**src/rtl/fbdiv_pkg.sv**
```systemverilog
package fbdiv_pkg;
  localparam int BYTE_W = 8;

  // strobes from the bus control to the datapath
  typedef struct packed {
    logic              loadLow;
    logic              commit;
    logic [BYTE_W-1:0] wrByte;
  } fbdivStrobe_t;

  // replaces too-small divide values with the minimum
  function automatic logic [15:0] clampDiv(input logic [15:0] raw, input int minDiv);
    clampDiv = (raw < 16'(minDiv)) ? 16'(minDiv) : raw;
  endfunction
endpackage

```
**src/rtl/fbdiv_ctrl.sv**
```systemverilog
module fbdiv_ctrl
  import fbdiv_pkg::*;
#(
  parameter int ADDR_W = 8,
  parameter logic [ADDR_W-1:0] LOW_ADDR  = 8'h5C,
  parameter logic [ADDR_W-1:0] HIGH_ADDR = 8'h5D
) (
  input  logic              clk,
  input  logic              rst,
  input  logic              pllEnable,
  input  logic [ADDR_W-1:0] busAddr,
  input  logic [BYTE_W-1:0] busWrData,
  input  logic              busWr,
  input  logic              busRd,
  output logic [BYTE_W-1:0] busRdData,
  output fbdivStrobe_t      strb
);
  logic wrOpen;
  logic [BYTE_W-1:0] rdQ;

  // writes pass only while the loop is disabled
  assign wrOpen = busWr && !pllEnable;

  always_comb begin
    strb.loadLow = wrOpen && (busAddr == LOW_ADDR);
    strb.commit  = wrOpen && (busAddr == HIGH_ADDR);
    strb.wrByte  = busWrData;
  end

  // both registers are write-only: read data is zero
  always_ff @(posedge clk) begin
    if (rst)        rdQ <= '0;
    else if (busRd) rdQ <= {BYTE_W{1'b0}};
  end

  assign busRdData = rdQ;
endmodule

```
**src/rtl/fbdiv_datapath.sv**
```systemverilog
module fbdiv_datapath
  import fbdiv_pkg::*;
#(
  parameter int DIV_W = 11,
  parameter int MIN_DIV = 2,
  parameter logic [BYTE_W-1:0] RESET_LOW = 8'h02
) (
  input  logic               clk,
  input  logic               rst,
  input  fbdivStrobe_t       strb,
  output logic               divPulse,
  output logic [BYTE_W-1:0]  stageLow,
  output logic [DIV_W-1:0]   activeN,
  output logic [DIV_W-1:0]   cnt
);
  localparam int HIGH_W = DIV_W - BYTE_W;
  localparam logic [DIV_W-1:0] RESET_N =
    DIV_W'(clampDiv(16'(RESET_LOW), MIN_DIV));

  logic [DIV_W-1:0] rawN;
  logic [DIV_W-1:0] safeN;

  assign rawN  = {strb.wrByte[HIGH_W-1:0], stageLow};
  assign safeN = DIV_W'(clampDiv(16'(rawN), MIN_DIV));

  // staging byte
  always_ff @(posedge clk) begin
    if (rst)               stageLow <= RESET_LOW;
    else if (strb.loadLow) stageLow <= strb.wrByte;
  end

  // active value, committed whole on the high-byte write
  always_ff @(posedge clk) begin
    if (rst)              activeN <= RESET_N;
    else if (strb.commit) activeN <= safeN;
  end

  // down-counter, reloads from the active value only at zero
  always_ff @(posedge clk) begin
    if (rst) begin
      cnt      <= '0;
      divPulse <= 1'b0;
    end else if (cnt == '0) begin
      cnt      <= activeN - 1'b1;
      divPulse <= 1'b1;
    end else begin
      cnt      <= cnt - 1'b1;
      divPulse <= 1'b0;
    end
  end
endmodule

```
**src/rtl/fbdiv_top.sv**
```systemverilog
module fbdiv_top
  import fbdiv_pkg::*;
#(
  parameter int DIV_W = 11,
  parameter int MIN_DIV = 2,
  parameter int ADDR_W = 8
) (
  input  logic              clk,
  input  logic              rst,
  input  logic              pllEnable,
  input  logic [ADDR_W-1:0] busAddr,
  input  logic [7:0]        busWrData,
  input  logic              busWr,
  input  logic              busRd,
  output logic [7:0]        busRdData,
  output logic              divPulse
);
  fbdivStrobe_t      strb;
  logic [BYTE_W-1:0] stageLow;
  logic [DIV_W-1:0]  activeN;
  logic [DIV_W-1:0]  cnt;

  fbdiv_ctrl #(.ADDR_W(ADDR_W)) ctrl_i (
    .clk(clk), .rst(rst), .pllEnable(pllEnable), .busAddr(busAddr),
    .busWrData(busWrData), .busWr(busWr), .busRd(busRd),
    .busRdData(busRdData), .strb(strb)
  );

  fbdiv_datapath #(.DIV_W(DIV_W), .MIN_DIV(MIN_DIV)) dp_i (
    .clk(clk), .rst(rst), .strb(strb), .divPulse(divPulse),
    .stageLow(stageLow), .activeN(activeN), .cnt(cnt)
  );
endmodule

```
**config.mk**
```make
export PLATFORM = sky130hd
export DESIGN_NAME = fbdiv_top
export DESIGN_NICKNAME = d
export VERILOG_FILES = /design/src/rtl/fbdiv_pkg.sv /design/src/rtl/fbdiv_ctrl.sv /design/src/rtl/fbdiv_datapath.sv /design/src/rtl/fbdiv_top.sv
export SDC_FILE = /design/constraint.sdc
export NUM_CORES = 1
export LEC_CHECK = 0
export BUFFER_PORTS_ARGS = -buffer_cell sky130_fd_sc_hd__buf_2
export CORE_UTILIZATION = 45
export DETAILED_ROUTE_END_ITERATION = 7
export HOLD_SLACK_MARGIN = 0.03
export PLACE_DENSITY = 0.69
export SYNTH_ARGS = -nofsm -noshare
export SYNTH_HDL_FRONTEND = slang
export SYNTH_SLANG_ARGS = --single-unit
```
**constraint.sdc**
```tcl
create_clock -name clk -period 2.6 [get_ports clk]
set_input_delay 0 -clock clk [delete_from_list [all_inputs] [get_ports clk]]
set_output_delay 0 -clock clk [all_outputs]
set_load 0.01 [all_outputs]
```
==> results by group <==
Critical path
  • CP cell instances: nor4_1 > and4_1 > a21oi_1 > ha_1 > nor4b_2 > buf_4 > nand3b_1 > a211oi_1 > xor2_1 > nor2_1
  • Worst Setup End Kind: flop
  • Setup CP Type: flop to flop
  • Arr. time, crit path: 2.53 ns
  • CP max stage delay: 0.47 ns
  • Slowest CP cell: dfxtp_1
  • Worst EP required: 2.83 ns
  • Type of origin of the critical path: flop
  • Max Fanout on Critical Path: 6

Drt
  • Pre-antenna DRT Iters: 4
  • Antenna Violating Nets Remaining: 0
  • DR WL/cell: 14.0 µm
  • Via/cell ratio: 5.49
  • Final wirelength: 3600 µm
  • DR vias: 1416
  • Iteration-0 DRC Markers: 91
  • Remaining DRCs: 0

GRT
  • First-pass GRT wire length: 6030 µm
  • Grt ovf: 0
  • Largest net degree at the start of global routing: 31
  • Grt met2 use: 34.8%
  • Met3 GRT Util: 7.04%
  • Total GRT Usage: 22.1%
  • GRT busiest layer: met2
  • Met1 Track Usage GR: 27.1%
  • Initial antenna violation count: 0
  • Number of global-route vias before repair: 1346

Floorplan
  • Die width: 62.1 µm
  • Top-level I/O count: 30
  • Starting Density: 47.9%
  • Die H: 62.1 µm
  • Row Count: 21
  • Die Footprint: 3850 µm²
  • Core area: 3390 µm²

Placed design
  • I/O Buffers: 20
  • Hpwl dp: 2590 µm
  • Routability cong.: 0.828
  • DP Worst Slack: 0.296 ns
  • Cell Area, Placed: 1750 µm²

STA
  • Final-report hold violation count: 0
  • Worst-margin pin slew: 0.626 ns
  • Hold_ws: 0.111 ns
  • Final setup viols: 0
  • Clock skew: 0.00984 ns
  • Max_slew headroom: 57.2%
  • Final setup margin: 0.301 ns
  • Final clock period utilization by the worst path: 88.4%
  • RSZ-0062 raised after global routing: false
  • Crit path time final: 2.30 ns
  • Pins Over Slew Limit: 0
  • Setup TNS: 0 ns
  • FMAX: 435 MHz

Finish
  • N_diodes: 0
  • Final Util: 55.8%
  • Layout cell share with drive strength beyond 1: 22.2%
  • Layout net count: 233
  • Area Growth Syn to Fin: 16.6%
  • Fin area: 1890 µm²

Yosys
  • Post-Syn Area: 1620 µm²
  • Post-synth EDFFs: 0
  • Area leader, netlist: dfxtp_1
  • Largest cells by area after synthesis: dfxtp_1 (38%), mux2i_1 (8.0%), nor2_1 (7.2%), a21oi_1 (4.3%), buf_4 (3.7%)
  • Register bit total from synthesis: 31
  • Yosys top cell area share: 38.2%
  • Most used DFF post-synth: dfxtp_1
  • Syn avg cell area: 9.07 µm²
  • Seq/Total Area, Yosys: 38.2%
  • Synthesized instance count: 179
  • Synth unique cells: 50
  • Synth warn: 0
  • Asr flop ratio synth: 0%

Clock tree
  • CTS tree: yes
  • Reg clk slew, reported paths: 0.11 ns
  • Cts bufs inserted: 5
  • Root Buffer: clkbuf_4
  • H-tree depth: 2
  • Clock insertion delay at the later pin of the skew report: 0.35 ns
  • Longest Clk Path Bufs: 2
  • CTS Sinks: 31

Run status
  • Outcome: finished clean

Power and ir drop
  • Pwr/cell area: 933 nW/µm²
  • Internal: 1.03 mW
  • Net switching fraction of the power: 41.7%
  • Static leakage: 0.762 nW
  • Max rail drop VDD: 489 µV
  • Gate power share: 47.3%
  • Clock power share: 16.3%
  • Sw power: 0.736 mW
  • Sequential share of power: 36.4%

Hold path
  • HP Class: primary input to flop

Job
  • Max-Cap Viols: 0
-- per-stage QoR --
step,std cells,power (mW)
floorplan,186,1.28
global placement,242,1.43
detailed placement,242,1.46
CTS,258,1.75
global route,258,1.90
finish,258,1.77
-- kinds of logic after synthesis --
logic type,synth area share (%)
AO/OA/AOI/OAI,18.9
AND/OR/NAND/NOR,23.9
buffers and inverters,7.79
flip-flops,38.2
adder cells (fa/ha/maj),0.771
XOR/XNOR,2.16
multiplexers,8.02
other,0.231
-- placed cells by master (no fill, tap or decap), drive strengths merged, types with 2 or more instances in the layout --
| cell | count |
|---|---|
| nor3b | 4 |
| a22o | 4 |
| mux2i | 13 |
| a21oi | 15 |
| dlygate4sd3 | 8 |
| buf | 27 |
| clkbuf | 5 |
| nor4 | 4 |
| nand3b | 2 |
| nand2b | 2 |
| conb | 8 |
| o211ai | 2 |
| nor3 | 6 |
| a2111oi | 2 |
| a211oi | 4 |
| nor2 | 31 |
| o32ai | 3 |
| dfxtp | 31 |
| nor2b | 6 |
| xor2 | 4 |
| inv | 4 |
| clkinvlp | 2 |
| nand2 | 3 |
-- power groups by stage --
stage               logic [mW]  clock network (mW)  registers (mW)
floorplan                0.646                   0           0.630
global placement         0.787                   0           0.641
detailed placement       0.809                   0           0.647
CTS                      0.821               0.295           0.637
global route             0.921               0.322           0.653
finish                   0.835               0.288           0.642
-- cell usage after synthesis (2+ instances only) --
| master | number |
|---|---|
| nor3b_2 | 2 |
| nor3b_1 | 2 |
| buf_6 | 2 |
| nand2_1 | 3 |
| a211oi_1 | 2 |
| clkbuf_1 | 5 |
| nand2b_1 | 2 |
| nor2b_1 | 6 |
| o211ai_1 | 2 |
| buf_4 | 8 |
| buf_2 | 2 |
| o32ai_1 | 3 |
| dfxtp_1 | 31 |
| nor4_1 | 4 |
| nand3b_1 | 2 |
| mux2i_1 | 13 |
| a21oi_1 | 14 |
| nor3_1 | 5 |
| xor2_1 | 4 |
| inv_1 | 4 |
| a22o_1 | 4 |
| nor2_1 | 31 |
-- cell type report --
class,instances,area (µm²)
clock buffers,5,37.5
clock inverters,3,20.0
fillers,321,1500
inverters,4,15.0
multi-input cells,134,908
flip-flops and latches,31,621
well taps,46,57.6
repair buffers,35,233
-- critical path: cells and delay by family (launching register included) --
kind	cells	cell delay, ns
simple gates	5	0.67
buf+inv	1	0.17
flops	1	0.47
compound gates	2	0.48
xor+xnor	1	0.18
fa+ha+maj	1	0.21
-- state kept, by name, indices dropped and copies added (netlist names) --
| signal | cells |
|---|---|
| dp_i.stageLow | 8 |
| dp_i.activeN | 11 |
| dp_i.cnt | 11 |
| dp_i.divPulse | 1 |
-- worst paths after layout --
| path | startpoint | to | slack [ns] | depth (start not counted) |
|---|---|---|---|---|
| setup / recovery | dp_i.cnt[4] | dp_i.cnt[10] | 0.30 | 10 |
| hold reg to reg | dp_i.stageLow[0] | dp_i.activeN[0] | 0.49 | 1 |
| hold / removal | rst | dp_i.cnt[6] | 0.11 | 2 |
| setup reg to reg | dp_i.cnt[4] | dp_i.cnt[10] | 0.30 | 10 |
-- layer usage --
| metal | wire, µm | up-vias |
|---|---|---|
| li1 | - | 694 |
| met1 | 1570 | 665 |
| met2 | 1820 | 49 |
| met3 | 153 | 8 |
| met4 | 64 | 0 |
| met5 | 0 | - |
-- repair_timing --
item	4_1_cts	5_1_grt
setup buffers	0	0
resized for setup	0	1
setup endpoints to repair	0	1
hold buffers	8	0
hold endpoints to repair	11	0
No activity file was read; power rests on OpenSTA's default activity.
